**src/rtl/pic_poll_pkg.sv**
```systemverilog
package pic_poll_pkg;
    typedef enum logic [1:0] {
        ST_IDLE  = 2'd0,
        ST_ARMED = 2'd1,
        ST_PREAD = 2'd2
    } poll_st_t;

    typedef enum logic {
        SEL_IRR = 1'b0,
        SEL_ISR = 1'b1
    } rdsel_t;

    localparam int CMD_ESMM_BIT = 6;
    localparam int CMD_SMM_BIT  = 5;
    localparam int CMD_P_BIT    = 2;
    localparam int CMD_RR_BIT   = 1;
    localparam int CMD_RIS_BIT  = 0;
endpackage

```
**src/rtl/pic_bus_edge.sv**
```systemverilog
module pic_bus_edge (
    input  logic clk,
    input  logic rst_n,
    input  logic cs_n,
    input  logic rd_n,
    input  logic wr_n,
    output logic rd_active,
    output logic rd_start,
    output logic wr_start
);
    logic rd_q, wr_q, wr_active;

    assign rd_active = !cs_n && !rd_n;
    assign wr_active = !cs_n && !wr_n;

    always_ff @(posedge clk or negedge rst_n) begin
        if (!rst_n) begin
            rd_q <= 1'b0;
            wr_q <= 1'b0;
        end else begin
            rd_q <= rd_active;
            wr_q <= wr_active;
        end
    end

    assign rd_start = rd_active && !rd_q;
    assign wr_start = wr_active && !wr_q;
endmodule

```
**src/rtl/pic_cmd_regs.sv**
```systemverilog
module pic_cmd_regs
    import pic_poll_pkg::*;
#(
    parameter int DW    = 8,
    parameter int N_LVL = 8
) (
    input  logic             clk,
    input  logic             rst_n,
    input  logic             wr_start,
    input  logic             a0,
    input  logic [DW-1:0]    din,
    output logic [N_LVL-1:0] imr,
    output logic             smm,
    output rdsel_t           sel,
    output logic             poll_req
);
    logic cmd_hit;

    assign cmd_hit  = wr_start && !a0 && (din[4:3] == 2'b01);
    assign poll_req = cmd_hit && din[CMD_P_BIT];

    always_ff @(posedge clk or negedge rst_n) begin
        if (!rst_n) begin
            imr <= '0;
            smm <= 1'b0;
            sel <= SEL_IRR;
        end else begin
            if (wr_start && a0) begin
                imr <= din[N_LVL-1:0];
            end
            if (cmd_hit && din[CMD_ESMM_BIT]) begin
                smm <= din[CMD_SMM_BIT];
            end
            if (cmd_hit && din[CMD_RR_BIT]) begin
                sel <= din[CMD_RIS_BIT] ? SEL_ISR : SEL_IRR;
            end
        end
    end
endmodule

```
**src/rtl/pic_prio_res.sv**
```systemverilog
module pic_prio_res #(
    parameter int N_LVL = 8,
    parameter int LVL_W = $clog2(N_LVL)
) (
    input  logic [N_LVL-1:0] irr,
    input  logic [N_LVL-1:0] isr,
    input  logic [N_LVL-1:0] imr,
    input  logic             smm,
    output logic             found,
    output logic [LVL_W-1:0] lvl
);
    logic blocked;

    always_comb begin
        found   = 1'b0;
        lvl     = '0;
        blocked = 1'b0;
        for (int i = 0; i < N_LVL; i++) begin
            if (!found && !blocked) begin
                if (irr[i] && !imr[i] && !isr[i]) begin
                    found = 1'b1;
                    lvl   = i[LVL_W-1:0];
                end else if (isr[i] && !smm) begin
                    blocked = 1'b1;
                end
            end
        end
    end
endmodule

```
**src/rtl/pic_poll_readback.sv**
```systemverilog
module pic_poll_readback
    import pic_poll_pkg::*;
#(
    parameter int DW    = 8,
    parameter int N_LVL = 8
) (
    input  logic             clk,
    input  logic             rst_n,
    input  logic             cs_n,
    input  logic             rd_n,
    input  logic             wr_n,
    input  logic             a0,
    input  logic [DW-1:0]    din,
    output logic [DW-1:0]    dout,
    input  logic [N_LVL-1:0] irr_i,
    input  logic [N_LVL-1:0] isr_i,
    output logic             freeze_o,
    output logic [N_LVL-1:0] set_isr_o,
    output logic [N_LVL-1:0] irr_clr_o,
    output logic             smm_o
);
    localparam int LVL_W = $clog2(N_LVL);

    poll_st_t         state, state_nxt;
    rdsel_t           sel;
    logic             rd_active, rd_start, wr_start, poll_req;
    logic [N_LVL-1:0] imr;
    logic             found;
    logic [LVL_W-1:0] lvl;
    logic [DW-1:0]    live_word, poll_hold;
    logic [N_LVL-1:0] win_vec;

    pic_bus_edge u_edge (
        .clk       (clk),
        .rst_n     (rst_n),
        .cs_n      (cs_n),
        .rd_n      (rd_n),
        .wr_n      (wr_n),
        .rd_active (rd_active),
        .rd_start  (rd_start),
        .wr_start  (wr_start)
    );

    pic_cmd_regs #(.DW(DW), .N_LVL(N_LVL)) u_regs (
        .clk      (clk),
        .rst_n    (rst_n),
        .wr_start (wr_start),
        .a0       (a0),
        .din      (din),
        .imr      (imr),
        .smm      (smm_o),
        .sel      (sel),
        .poll_req (poll_req)
    );

    pic_prio_res #(.N_LVL(N_LVL), .LVL_W(LVL_W)) u_prio (
        .irr   (irr_i),
        .isr   (isr_i),
        .imr   (imr),
        .smm   (smm_o),
        .found (found),
        .lvl   (lvl)
    );

    always_comb begin
        live_word = '0;
        if (found) begin
            live_word[DW-1]      = 1'b1;
            live_word[LVL_W-1:0] = lvl;
        end
    end

    assign win_vec = found ? ({{(N_LVL-1){1'b0}}, 1'b1} << lvl) : '0;

    // next-state logic
    always_comb begin
        state_nxt = state;
        unique case (state)
            ST_IDLE:  if (poll_req) state_nxt = ST_ARMED;            // T_ARM
            ST_ARMED: if (rd_start) state_nxt = ST_PREAD;            // T_ACK
            ST_PREAD: if (!rd_active) begin
                          state_nxt = poll_req ? ST_ARMED : ST_IDLE; // T_REARM / T_DONE
                      end
            default:  state_nxt = ST_IDLE;
        endcase
    end

    // state register and held poll word
    always_ff @(posedge clk or negedge rst_n) begin
        if (!rst_n) begin
            state     <= ST_IDLE;
            poll_hold <= '0;
        end else begin
            state <= state_nxt;
            if (state == ST_ARMED && rd_start) begin
                poll_hold <= live_word;
            end
        end
    end

    // outputs
    always_comb begin
        freeze_o  = 1'b0;
        set_isr_o = '0;
        irr_clr_o = '0;
        unique case (state)
            ST_IDLE: begin
                if (a0) begin
                    dout = DW'(imr);
                end else begin
                    dout = (sel == SEL_ISR) ? DW'(isr_i) : DW'(irr_i);
                end
            end
            ST_ARMED: begin
                freeze_o = 1'b1;
                dout     = live_word;
                if (rd_start) begin
                    set_isr_o = win_vec;
                    irr_clr_o = win_vec;
                end
            end
            ST_PREAD: begin
                freeze_o = 1'b1;
                dout     = poll_hold;
            end
            default: dout = '0;
        endcase
    end
endmodule

```
**config.mk**
```make
export PLATFORM = sky130hd
export DESIGN_NAME = pic_poll_readback
export DESIGN_NICKNAME = d
export VERILOG_FILES = /design/src/rtl/pic_poll_pkg.sv /design/src/rtl/pic_bus_edge.sv /design/src/rtl/pic_cmd_regs.sv /design/src/rtl/pic_prio_res.sv /design/src/rtl/pic_poll_readback.sv
export SDC_FILE = /design/constraint.sdc
export NUM_CORES = 1
export LEC_CHECK = 0
export ABC_AREA = 1
export BUFFER_PORTS_ARGS = -buffer_cell sky130_fd_sc_hd__buf_2
export CAP_MARGIN = 20
export CORE_MARGIN = 5
export CORE_UTILIZATION = 38
export DETAILED_ROUTE_END_ITERATION = 8
export GPL_TIMING_DRIVEN = 0
export PLACE_DENSITY = 0.7
export SYNTH_ARGS = -nofsm -noshare
export SYNTH_HDL_FRONTEND = slang
export SYNTH_SLANG_ARGS = --single-unit
```
**constraint.sdc**
```tcl
create_clock -name clk -period 4.5 [get_ports clk]
set_clock_uncertainty 0.1 [all_clocks]
set_input_delay 0.45 -clock clk [delete_from_list [all_inputs] [get_ports clk]]
set_output_delay 0.45 -clock clk [all_outputs]
set_load 0.01 [all_outputs]
```
# After elaboration in Yosys (flattened, before gate mapping)

Cells that the tools add are included.

$add $sub $neg: 0
$mul: 0
Divide/modulo/power cells: 0
Order comparisons: 0
Equality and inequality tests: 6
Shift operators: 1
Multiplexer cells: 64
Bitwise logic cells: 0
Reductions and logical operators: 81

Operators by type and width:

| operator            | number |
|---|---|
| $mux 3              | 14 |
| $logic_and 1x1->1   | 41 |
| $mux 1              | 40 |
| $mux 8              | 5 |
| $logic_not 1->1     | 37 |
| $pmux 8 s3          | 1 |
| $shl 1x3->8 const A | 1 |
| $mux 2              | 3 |
| $ne 2x2->1 const B  | 3 |
| $pmux 2 s3          | 1 |
| $eq 2x1->1 const B  | 2 |
| $reduce_and 3->1    | 1 |
| $eq 2x2->1 const B  | 1 |
| $logic_not 2->1     | 1 |
| $reduce_or 2->1     | 1 |

Flip-flop bits (word level): 18
Bits in latches: 0
RAM bits: 0
Bits in read-only memories: 0
Bits of input ports: 30
Output and inout bits: 26
Word-level logic and storage cells: 159
Memories: 0

# Depth between registers and ports, before layout

Gate-level depths: netlist of the first run.

Depth after elaboration: 29
Mapped depth: 20
Gate-level depth less buffers: 19

# Hierarchy

Synthesis of the first run repeated with hierarchy kept, for this count alone.

Cell total of the unflattened synthesis: 269
Area, all modules: 1690.4 um^2

By module, submodules not included:

| module            | times used | cells each | area an instance (um^2) | sequential area each (um^2) |
|---|---|---|---|---|
| pic_poll_readback | 1          | 142        | 805.8                   | 150.1 |
| pic_cmd_regs      | 1          | 50         | 454.2                   | 250.2 |
| pic_prio_res      | 1          | 66         | 336.6                   | 0.0 |
| pic_bus_edge      | 1          | 11         | 93.8                    | 50.0 |

# Worst setup path after synthesis of the first run

Ideal clock, no wire load.

Path kind: flip-flop to output port
From: reg u_regs.smm
To: out set_isr_o[2]
Arrival time: 2.093 ns
Required time: 3.950 ns
Setup slack: 1.857 ns
Stages on the path, launching flop included: 19
Buffers on the path: 1
Cells stage by stage: dfrtp_1 -> inv_2 -> nand2_2 -> inv_2 -> nor2_4 -> nor2_2 -> nand2_2 -> nor2_4 -> nand3_2 -> nand2_1 -> inv_2 -> nand2_2 -> nor2_2 -> nor2_2 -> nand2_4 -> nand2_4 -> nand2_1 -> nor2_1 -> buf_4

Cells in the longest elaborated chain, start to end: 29
Elaborated cells on any way between the ends: 78
Classes of those cells: 1 x shift; 49 x mux; 28 x reduce/logical

RTL lines:

| what                                               | RTL line                               | text |
|---|---|---|
| start: declaration                                 | pic_cmd_regs.sv:13                     | `output logic smm,` |
| start signal: assignment                           | pic_cmd_regs.sv:32                     | `smm <= din[CMD_SMM_BIT];` |
| $logic_not 1->1 *                                  | pic_prio_res.sv:23                     | `end else if (isr[i] && !smm) begin` |
| $logic_and 1x1->1                                  | pic_prio_res.sv:23                     |  |
| $mux 1                                             | pic_prio_res.sv:23                     |  |
| $mux 1                                             | pic_prio_res.sv:20                     | `if (irr[i] && !imr[i] && !isr[i]) begin` |
| $mux 1 / $logic_not 1->1 (equally long branches)   | pic_prio_res.sv:23, pic_prio_res.sv:19 |  |
| $mux 1 / $logic_and 1x1->1 (equally long branches) | pic_prio_res.sv:20, pic_prio_res.sv:19 |  |
| $mux 1                                             | pic_prio_res.sv:19                     | `if (!found && !blocked) begin` |
| $mux 1 / $logic_not 1->1 (equally long branches)   | pic_prio_res.sv:23, pic_prio_res.sv:19 |  |
| [12 not listed]                                    | --                                     |  |
| $mux 1 / $logic_and 1x1->1 (equally long branches) | pic_prio_res.sv:20, pic_prio_res.sv:19 |  |
| $mux 1                                             | pic_prio_res.sv:19                     |  |
| $logic_not 1->1                                    | pic_prio_res.sv:19                     |  |
| $logic_and 1x1->1                                  | pic_prio_res.sv:19                     |  |
| $mux 3                                             | pic_prio_res.sv:19                     |  |
| $shl 1x3->8                                        | pic_poll_readback.sv:73                | `assign win_vec = found ? ({{(N_LVL-1){1'b0}}, 1'b1} << lvl) : '0;` |
| $mux 8 *                                           | pic_poll_readback.sv:73                |  |
| $mux 8 * (2 in series)                             | --                                     |  |
| end: declaration                                   | pic_poll_readback.sv:18                | `output logic [N_LVL-1:0] set_isr_o,` |

Mark *: on every way between the ends. The rest lies on a longest branch, timed or not.

# Worst setup path in the final report of the first run

From: reg u_regs.smm
To: out set_isr_o[4]

Cells in the longest elaborated chain, start to end: 29
Elaborated cells on any way between the ends: 78
Classes of those cells: 1 x shift; 49 x mux; 28 x reduce/logical

RTL lines:

| what                                               | RTL line                               | text |
|---|---|---|
| $logic_not 1->1 *                                  | pic_prio_res.sv:23                     |  |
| $logic_and 1x1->1                                  | pic_prio_res.sv:23                     |  |
| $mux 1                                             | pic_prio_res.sv:23                     |  |
| $mux 1                                             | pic_prio_res.sv:20                     |  |
| $mux 1 / $logic_not 1->1 (equally long branches)   | pic_prio_res.sv:23, pic_prio_res.sv:19 |  |
| $mux 1 / $logic_and 1x1->1 (equally long branches) | pic_prio_res.sv:20, pic_prio_res.sv:19 |  |
| $mux 1                                             | pic_prio_res.sv:19                     |  |
| $mux 1 / $logic_not 1->1 (equally long branches)   | pic_prio_res.sv:23, pic_prio_res.sv:19 |  |
| [13 not listed]                                    | --                                     |  |
| $mux 1                                             | pic_prio_res.sv:19                     |  |
| $logic_not 1->1                                    | pic_prio_res.sv:19                     |  |
| $logic_and 1x1->1                                  | pic_prio_res.sv:19                     |  |
| $mux 3                                             | pic_prio_res.sv:19                     |  |
| $shl 1x3->8                                        | pic_poll_readback.sv:73                |  |
| $mux 8 *                                           | pic_poll_readback.sv:73                |  |
| $mux 8 *                                           | pic_poll_readback.sv:117               | `if (rd_start) begin` |
| $mux 8 *                                           | pic_poll_readback.sv:106               | `unique case (state)` |

Marks and branches as above.

==> results.py, run 1 <==
metrics = {
    "floorplanning": {
        "die_y_microns": 74.5,
        "rows": 23,
        "die_w_microns": 74.5,
        "die-area_sq_mm": 0.00554,
        "core-area_sq_mm": 0.00403,
        "ios": 56,
        "start_util_pct": 39.2,
    },
    "synthesis": {
        "synth_common_cells": "43 x nand2_1, 35 x inv_1, 27 x nor2_1, 19 x a21oi_1, 19 x o21ai_0",
        "yosysWarnings": 0,
        "ys.flop_type": "dfrtp_1",
        "ys_seq_area_share_pct": 28.5,
        "synth_top_area_share_pct": 28.5,
        "synth_cells": 240,
        "synth_edf_count": 0,
        "netlist_area_sq_mm": 0.00158,
        "synthTopCellsByArea": "dfrtp_1 29%, nand2_1 10%, inv_1 8.3%",
        "synth-seq-cells": 18,
        "syn_area_per_cell_sq_um": 6.58,
        "yosysMostFrequentCell": "nand2_1",
        "yosys.area.top_type": "dfrtp_1",
        "syn_nets": 274,
        "ys_types": 27,
        "async_reset_ff_share_pct": 100,
    },
    "timing": {
        "setup_tns_ns": 0,
        "final_max_slew_viol_count": 0,
        "worst_pin_slew_ns": 0.630,
        "fin_crit_sh_pct": 69.0,
        "final_hold_viol_count": 0,
        "setup_viol": 0,
        "rsz0062_at_grt": "false",
        "fin_crit_ns": 3.10,
        "fmax_ghz": 0.322,
        "slew_headroom_pct": 57.7,
    },
    "drt": {
        "via_count": 1675,
        "first_iter_violations": 103,
        "viasPerCell": 4.81,
        "drt-pass1-iter-count": 4,
        "drt_wl_total_microns": 4170,
        "wl_per_cell_microns": 12.0,
        "drcViolationCount": 0,
        "ant_nets": 0,
    },
    "clock_network": {
        "ctsHoldBuffers": 0,
        "cts_made_buffers": 3,
        "cts_tree": "built",
        "clock-sinks": 18,
        "clk_latency_ns": 0.25,
        "clockBufferDepth": 2,
        "postCtsSetupBuffers": 0,
        "ctsResizeCount": 0,
        "htree_levels": 1,
        "clockRootBuffer": "clkbuf_8",
        "path_clk_slew_ns": 0.06,
    },
    "worst_setup_path": {
        "crit_chain": "nor2_1 -> nand2_1 -> nand3_1 -> nand2_2 -> nor2_4 -> nand3_2 -> nand3_1 -> nand3_1 -> nor2_2 -> nand2_4 -> nand2_2 -> nand2_2 -> nor3_2 -> buf_4 -> buf_2",
        "path_class": "reg -> out",
        "cp.required_ns": 3.95,
        "rrSetupSlack_ns": 2.30,
        "worstReg2RegStart": "u_regs.smm",
        "crit_fanout": 7,
        "r2r_cells": 13,
        "critPathLaunchType": "register",
        "slowest_stage": "dfrtp_1",
        "cp_top_family": "simple AND/OR/NAND/NOR gates",
        "critPathMaxStageDelay_ns": 0.48,
        "end_kind": "primary output",
        "r2r-end": "poll_hold[1]",
        "cp.arrival_ns": 2.55,
        "crit_buf_inv": 2,
    },
    "pwr": {
        "ir_drop_uv": 210,
        "cellPowerDensity_mw_per_mm2": 372,
        "p_leak_nw": 1.11,
    },
    "global_route": {
        "grt-ovfl-total": 0,
        "grt_max_degree": 19,
        "grt_pass1_vias": 1606,
        "grt_first_pass_wirelength_microns": 6860,
        "grt.total_usage_pct": 15.8,
        "antenna_found_initial": 0,
    },
    "placement": {
        "post_dp_cell_area_sq_mm": 0.00192,
        "place_congestion": 0.760,
        "port_buffers": 55,
        "hpwl_microns": 3550,
    },
    "finish": {
        "stdcell_area_sq_mm": 0.00196,
        "synthToLayoutAreaGrowth_pct": 24.0,
        "layout-drive-gt1-share_pct": 32.6,
        "antenna_cells": 0,
        "nets": 334,
        "finish.utilization_pct": 48.6,
    },
    "job": {
        "maxCapViolCount": 0,
    },
    "outcome": {
        "outcome": "finished clean",
    },
    "min_path": {
        "hold_path_class": "in -> async",
    },
}
-- flip-flops by register name (all words and copies together) (netlist names) --
name,cells
u_edge.wr_q,1
state,2
u_regs.imr,8
poll_hold,4
u_regs.sel,1
u_edge.rd_q,1
u_regs.smm,1
-- stage by stage --
| step | total power (W) | instances | setup slack [ns] | hold slack (ns) |
|---|---|---|---|---|
| 4_1_cts | 0.000733 | 348 | 1.38 | 0.0368 |
| 2_1_floorplan | 0.000499 | 240 | 1.86 | 0.0544 |
| 3_5_place_dp | 0.000625 | 345 | 1.57 | 0.304 |
| 6_report | 0.000728 | 348 | 1.40 | 0.0265 |
| 5_1_grt | 0.000798 | 348 | 1.07 | 0.0525 |
| 3_3_place_gp | 0.000617 | 345 | 1.63 | 0.301 |
-- cell usage in the layout (no fill, tap or decap), types with 6 or more instances in the layout --
master | netlist | layout
a21oi_1 | 19 | 19
buf_2 | 0 | 55
buf_4 | 8 | 8
dfrtp_1 | 18 | 18
inv_1 | 35 | 35
inv_2 | 7 | 7
nand2_1 | 43 | 43
nand2_2 | 6 | 6
nand3_1 | 11 | 11
nor2_1 | 27 | 27
nor3_1 | 11 | 11
o21ai_0 | 19 | 19
-- worst reg2reg max path: stages, from the launching register on --
cell	delay (ns)
dfrtp_1	0.48
nor2_1	0.20
nand2_1	0.07
nand3_1	0.13
nand2_2	0.10
nor2_4	0.13
nand3_2	0.10
nand3_1	0.15
nand3_1	0.12
nor2_2	0.16
nand2_4	0.09
nand2_4	0.10
nand2_2	0.07
o21ai_2	0.11
-- cell families after synthesis --
family	after synthesis	synth area share, %
multiplexers	3	2.14
adder cells (fa/ha/maj)	4	3.17
flip-flops	18	28.5
AND/OR/NAND/NOR	112	33.9
AO/OA/AOI/OAI	50	17.7
buffers and inverters	53	14.5
-- how the worst max path moves through the flow --
stage                    to  slack, ns       start  depth (start not counted)
5_1_grt        set_isr_o[4]       1.07  u_regs.smm                         15
3_3_place_gp   set_isr_o[4]       1.63    isr_i[1]                         17
6_report       set_isr_o[4]       1.40  u_regs.smm                         15
4_1_cts        set_isr_o[4]       1.38  u_regs.smm                         15
2_1_floorplan  set_isr_o[2]       1.86  u_regs.smm                         18
3_5_place_dp   set_isr_o[4]       1.57    isr_i[1]                         17
-- metal layers --
layer  routed length, microns  vias up  global-route usage [%]
li1                         -      886                       -
met1                     1880      751                    20.4
met2                     2060       36                    27.4
met3                      209        2                    2.16
met4                       28        0                    4.74
met5                        0        -                       0
-- where the power goes --
| part | total (W) | leakage [nW] | internal, W | switching, W |
|---|---|---|---|---|
| Sequential | 0.000231 | 0.224 | 0.000200 | 0.0000308 |
| Combinational | 0.000388 | 0.868 | 0.000146 | 0.000242 |
| Clock | 0.000109 | 0.0216 | 0.0000593 | 0.0000497 |
| Total | 0.000728 | 1.11 | 0.000406 | 0.000322 |
-- final cells by class --
type,instances,area [sq um]
inverters,42,158
fillers,423,2070
flip-flops and latches,18,450
repair buffers,55,275
plain buffers,11,71.3
well taps,50,62.6
multi-input cells,169,900
clock buffers,3,41.3
Note: power is estimated with default switching activity, not from simulation.
==> inputs of run 2 (changes only) <==
clock period = 3.1 ns   (was 4.5 ns; I/O delays follow)
==> run 2 against run 1 <==
Compared with the run above: non-clock buffer count rose by 4; clock-buffer cell count did not move; total power rose by 50%; clock power rose by 45%; final cell count rose by 1.1%; critical path depth rose by 4; worst hold slack improved by 0.097 ns; sequential power rose by 45%; routed wire length rose by 2.5%; combinational power rose by 54%; via count rose by 1.3%; sequential cell count did not move; critical path type unchanged.
==> results.py, run 2 (same netlist as run 1, synthesis figures left out) <==
metrics = {
    "finish": {
        "largestRegisters": "u_regs.imr x8, poll_hold x4, state x2",
        "largest_reg_flops": 8,
        "finish.utilization_pct": 50.9,
        "synthToLayoutAreaGrowth_pct": 30.0,
        "fillers": 414,
        "nets": 338,
        "stdcell_count": 352,
        "top_register": "u_regs.imr",
        "layout-drive-gt1-share_pct": 36.4,
        "final_cell_mix": "55 x buf_2, 41 x nand2_1, 35 x inv_1",
        "final_common_cell": "buf_2",
        "antenna_cells": 0,
    },
    "timing": {
        "fmax_ghz": 0.343,
        "fin_crit_ns": 2.92,
        "fin_crit_sh_pct": 94.1,
        "final_hold_viol_count": 0,
        "final_max_slew_viol_count": 0,
        "setup_viol": 0,
        "worst_pin_slew_ns": 0.623,
        "rsz0062_at_grt": "true",
        "slew_headroom_pct": 58.1,
    },
    "drt": {
        "via_count": 1697,
        "drcViolationCount": 0,
        "ant_nets": 0,
        "drt_wl_total_microns": 4280,
        "first_iter_violations": 73,
        "viasPerCell": 4.82,
        "wl_per_cell_microns": 12.2,
        "drt-pass1-iter-count": 4,
    },
    "floorplanning": {
        "die_y_microns": 74.5,
        "die-area_sq_mm": 0.00554,
        "core-area_sq_mm": 0.00403,
        "start_util_pct": 39.2,
        "ios": 56,
        "die_w_microns": 74.5,
        "rows": 23,
    },
    "min_path": {
        "whs_path_depth": 2,
        "hold_path_class": "in -> reg",
        "min-delay-start": "wr_n",
    },
    "global_route": {
        "grt_max_degree": 19,
        "grt_first_pass_wirelength_microns": 6890,
        "antenna_found_initial": 0,
        "grt_pass1_vias": 1616,
        "grt-ovfl-total": 0,
        "grt.total_usage_pct": 15.9,
    },
    "worst_setup_path": {
        "r2r_cells": 17,
        "cp.required_ns": 2.69,
        "worstReg2RegStart": "u_regs.smm",
        "end_kind": "primary output",
        "path_class": "reg -> out",
        "cp.arrival_ns": 2.51,
        "critPathLaunchType": "register",
        "crit_fanout": 5,
        "crit_start": "u_regs.smm",
    },
    "clock_network": {
        "htree_levels": 1,
        "cts_made_buffers": 3,
        "path_clk_slew_ns": 0.06,
        "clockRootBuffer": "clkbuf_8",
        "clockBufferDepth": 2,
        "clk_latency_ns": 0.25,
        "clock-sinks": 18,
        "cts_tree": "built",
    },
    "placement": {
        "placed_cells": 345,
        "hpwl_microns": 3550,
        "place_congestion": 0.760,
        "port_buffers": 55,
    },
    "outcome": {
        "outcome": "finished clean",
    },
    "pwr": {
        "p_leak_nw": 1.15,
        "cellPowerDensity_mw_per_mm2": 531,
        "ir_drop_uv": 307,
        "p_clk_share_pct": 14.5,
        "p_total_w": 0.00109,
        "switchingPower_w": 0.000483,
        "seqPwrFrac_pct": 30.7,
        "p_int_w": 0.000607,
        "swShare_pct": 44.3,
        "combPwrFrac_pct": 54.7,
    },
    "job": {
        "maxCapViolCount": 0,
    },
}
## run 2: cell count changes in the layout (fill, tap and decap cells not counted), moves of 2 or more
cell / change
buf_4: +3
nand2_1: -2
nand2_4: +3
nand3_1: -2
nor2_1: -3
nor2_2: +3
## run 2: through the flow
| stage | hold slack [ns] | TNS [ns] | cell area (sq um) | worst slack [ns] |
|---|---|---|---|---|
| after CTS | 0.122 | 0 | 1970 | 0.118 |
| after global routing | 0.132 | -0.0812 | 2050 | -0.0422 |
| after floorplan | -0.0856 | 0 | 1580 | 0.597 |
| after detailed placement | 0.164 | 0 | 1920 | 0.404 |
| after global placement | 0.161 | 0 | 1920 | 0.455 |
| final | 0.124 | 0 | 2050 | 0.182 |
## run 2: cell type report
class / instances / area, sq um / area share [%]
plain buffers: 11 / 71.3 / 3.48
repair buffers: 59 / 308 / 15.0
clock buffers: 3 / 41.3 / 2.01
flip-flops and latches: 18 / 452 / 22.0
multi-input cells: 169 / 960 / 46.8
inverters: 42 / 158 / 7.68
well taps: 50 / 62.6 / 3.05
## run 2: what timing repair did
action / CTS / global route
endpoints found under the setup margin: 0 / 10
resized for setup: 0 / 15
buffers inserted: 0 / 3
endpoints found under the hold margin: 18 / 0
hold buffers: 1 / 0
## run 2: critical path, cell delays in order (launching register included)
cell and delay, ns:
dfrtp_2 0.45, inv_2 0.09, nand2_2 0.06, inv_2 0.08, nor2_4 0.05, nor2_2 0.11, nand2_2 0.10, nor2_4 0.14
nand3_4 0.10, nand2_2 0.09, inv_2 0.05, nand2_4 0.07, nor2_2 0.05, nor2_2 0.14, nand2_4 0.10, nand2_4 0.08
nand2_4 0.07, nor3_4 0.19, buf_4 0.12, buf_2 0.11
## run 2: power groups by stage
stage                     logic [W]  clock network [W]  registers [W]
after floorplan            0.000398                  0       0.000327
after global placement     0.000560                  0       0.000336
after detailed placement   0.000569                  0       0.000338
after CTS                  0.000570           0.000161       0.000334
after global routing       0.000679           0.000172       0.000342
final                      0.000597           0.000158       0.000335
## run 2: metal layers
metal	GRT usage, %	vias up	wire length [microns]
met1	20.4	763	1880
met5	0	-	0
met3	2.16	2	220
li1	-	895	-
met2	27.6	37	2150
met4	4.74	0	28
## run 2: worst paths after layout
kind,end,slack [ns]
max,set_isr_o[4],0.18
min,u_edge.wr_q,0.12
max reg2reg,poll_hold[1],0.95
min reg2reg,poll_hold[2],0.41
max in group asynchronous,u_regs.smm,2.17
min in group asynchronous,u_regs.imr[3],0.42
==> inputs of run 3 (changes only) <==
CORE_UTILIZATION = 30   (was 38)
PLACE_DENSITY = 0.59   (was 0.7)
==> run 3 against run 2 <==
Compared with the run above: sequential power hardly changed; maximum frequency about the same; utilization shrank 11 points; total power increased by 2.4%; sequential cell count did not move; critical path depth fell by 4; register-to-register slack got worse by 0.02 ns; worst hold slack worse by 0.010 ns; global-route usage decreased by 2.3 points; routed wire length grew 3.8%.
==> results.py, run 3 (same netlist as run 1, synthesis figures left out) <==
metrics = {
    "floorplanning": {
        "die_w_microns": 82.6,
        "ios": 56,
        "core-area_sq_mm": 0.00511,
        "rows": 26,
        "die-area_sq_mm": 0.00681,
        "start_util_pct": 30.9,
        "die_y_microns": 82.6,
    },
    "worst_setup_path": {
        "cp.arrival_ns": 2.51,
        "end_kind": "primary output",
        "crit_fanout": 5,
        "cp.required_ns": 2.69,
        "critPathLaunchType": "register",
        "path_class": "reg -> out",
    },
    "global_route": {
        "grt-ovfl-total": 0,
        "grt_pass1_vias": 1610,
        "antenna_found_initial": 0,
        "grt_max_degree": 19,
        "grt_first_pass_wirelength_microns": 7130,
        "grt.total_usage_pct": 13.5,
    },
    "timing": {
        "setup_viol": 0,
        "fmax_ghz": 0.343,
        "setup_tns_ns": 0,
        "final_max_slew_viol_count": 0,
        "rsz0062_at_grt": "true",
        "final_hold_viol_count": 0,
        "slew_headroom_pct": 57.4,
        "fin_crit_sh_pct": 94.1,
        "hold_slack_ns": 0.114,
        "fin_crit_ns": 2.92,
        "worst_pin_slew_ns": 0.634,
    },
    "min_path": {
        "hold_path_class": "in -> reg",
    },
    "clock_network": {
        "clockBufferDepth": 2,
        "clock-sinks": 18,
        "cts_made_buffers": 3,
        "cts_tree": "built",
        "clockRootBuffer": "clkbuf_8",
        "path_clk_slew_ns": 0.07,
        "clk_latency_ns": 0.26,
        "htree_levels": 1,
    },
    "outcome": {
        "outcome": "finished clean",
    },
    "drt": {
        "wl_per_cell_microns": 11.9,
        "viasPerCell": 4.62,
        "ant_nets": 0,
        "via_count": 1718,
        "first_iter_violations": 60,
        "drt-pass1-iter-count": 4,
        "drt_wl_total_microns": 4440,
        "drcViolationCount": 0,
    },
    "finish": {
        "synthToLayoutAreaGrowth_pct": 30.0,
        "layout-drive-gt1-share_pct": 35.4,
        "final_cell_mix": "55 x buf_2, 43 x nand2_1, 35 x inv_1",
        "nets": 337,
        "antenna_cells": 0,
        "largestRegisters": "u_regs.imr x8, poll_hold x4, state x2",
        "largest_reg_flops": 8,
        "stdcell_area_sq_mm": 0.00205,
        "fillers": 570,
        "top_register": "u_regs.imr",
        "final_common_cell": "buf_2",
    },
    "pwr": {
        "p_int_w": 0.000627,
        "combPwrFrac_pct": 52.8,
        "ir_drop_uv": 279,
        "p_total_w": 0.00112,
        "p_leak_nw": 1.14,
        "seqPwrFrac_pct": 29.9,
        "cellPowerDensity_mw_per_mm2": 544,
        "switchingPower_w": 0.000489,
        "swShare_pct": 43.8,
        "p_clk_share_pct": 17.4,
    },
    "placement": {
        "post_dp_cell_area_sq_mm": 0.00194,
        "port_buffers": 55,
        "place_congestion": 0.850,
        "hpwl_microns": 3700,
    },
    "job": {
        "maxCapViolCount": 0,
    },
}
[run 3: layout make-up]
| class | count | area [sq um] | area share [%] |
|---|---|---|---|
| tap | 70 | 87.6 | 4.27 |
| inverter | 42 | 158 | 7.68 |
| clock buffer | 4 | 55.1 | 2.68 |
| multi-input combinational | 169 | 930 | 45.3 |
| timing repair buffer | 58 | 300 | 14.6 |
| buffer | 11 | 71.3 | 3.47 |
| sequential | 18 | 452 | 22.0 |
[run 3: metal layers]
layer	global-route usage [%]	part of all wire [%]
met1	16.7	43
met2	23.2	49
met3	2.49	5.9
met4	5.39	1.4
met5	0	0
[run 3: path summary, 6_finish.rpt]
check	start	to	slack (ns)	cells past startpoint
min in group asynchronous	rst_n	state[1]	0.41	2
hold reg to reg	u_regs.imr[0]	u_regs.imr[0]	0.40	2
setup reg to reg	u_edge.wr_q	state[1]	0.93	6
max in group asynchronous	rst_n	u_regs.smm	2.17	2
setup / recovery	u_regs.smm	set_isr_o[7]	0.18	15
hold / removal	wr_n	u_edge.wr_q	0.11	2
[run 3: critical path, cell delays in order (launching register included)]
cell	delay (ns)
dfrtp_2	0.44
nor2_1	0.18
nand2_1	0.07
nand3_1	0.13
nand2_2	0.10
nor2_4	0.14
nand3_2	0.10
nand3_1	0.15
nand3_1	0.13
nor2_2	0.17
nand2_4	0.09
nand2_2	0.08
nand2_2	0.08
nor2_1	0.16
buf_4	0.12
buf_2	0.11
[run 3: stage by stage]
step / instances / setup WS (ns) / utilization, %
floorplan: 240 / 0.597 / -
global placement: 365 / 0.455 / 38.0
detailed placement: 365 / 0.423 / 38.0
CTS: 370 / 0.128 / 39.3
global route: 372 / -0.0126 / 40.2
finish: 372 / 0.184 / 40.2
[run 3: power groups by stage]
stage | combinational [W] | sequential, W | clock, W
floorplan | 0.000398 | 0.000327 | 0
global placement | 0.000570 | 0.000337 | 0
detailed placement | 0.000573 | 0.000339 | 0
CTS | 0.000578 | 0.000334 | 0.000200
global route | 0.000669 | 0.000340 | 0.000210
finish | 0.000589 | 0.000333 | 0.000194
[run 3: timing repair]
item	CTS	global route
hold buffers	1	0
buffers inserted	0	2
endpoints found under the setup margin	0	11
endpoints found under the hold margin	18	0
resized for setup	0	9
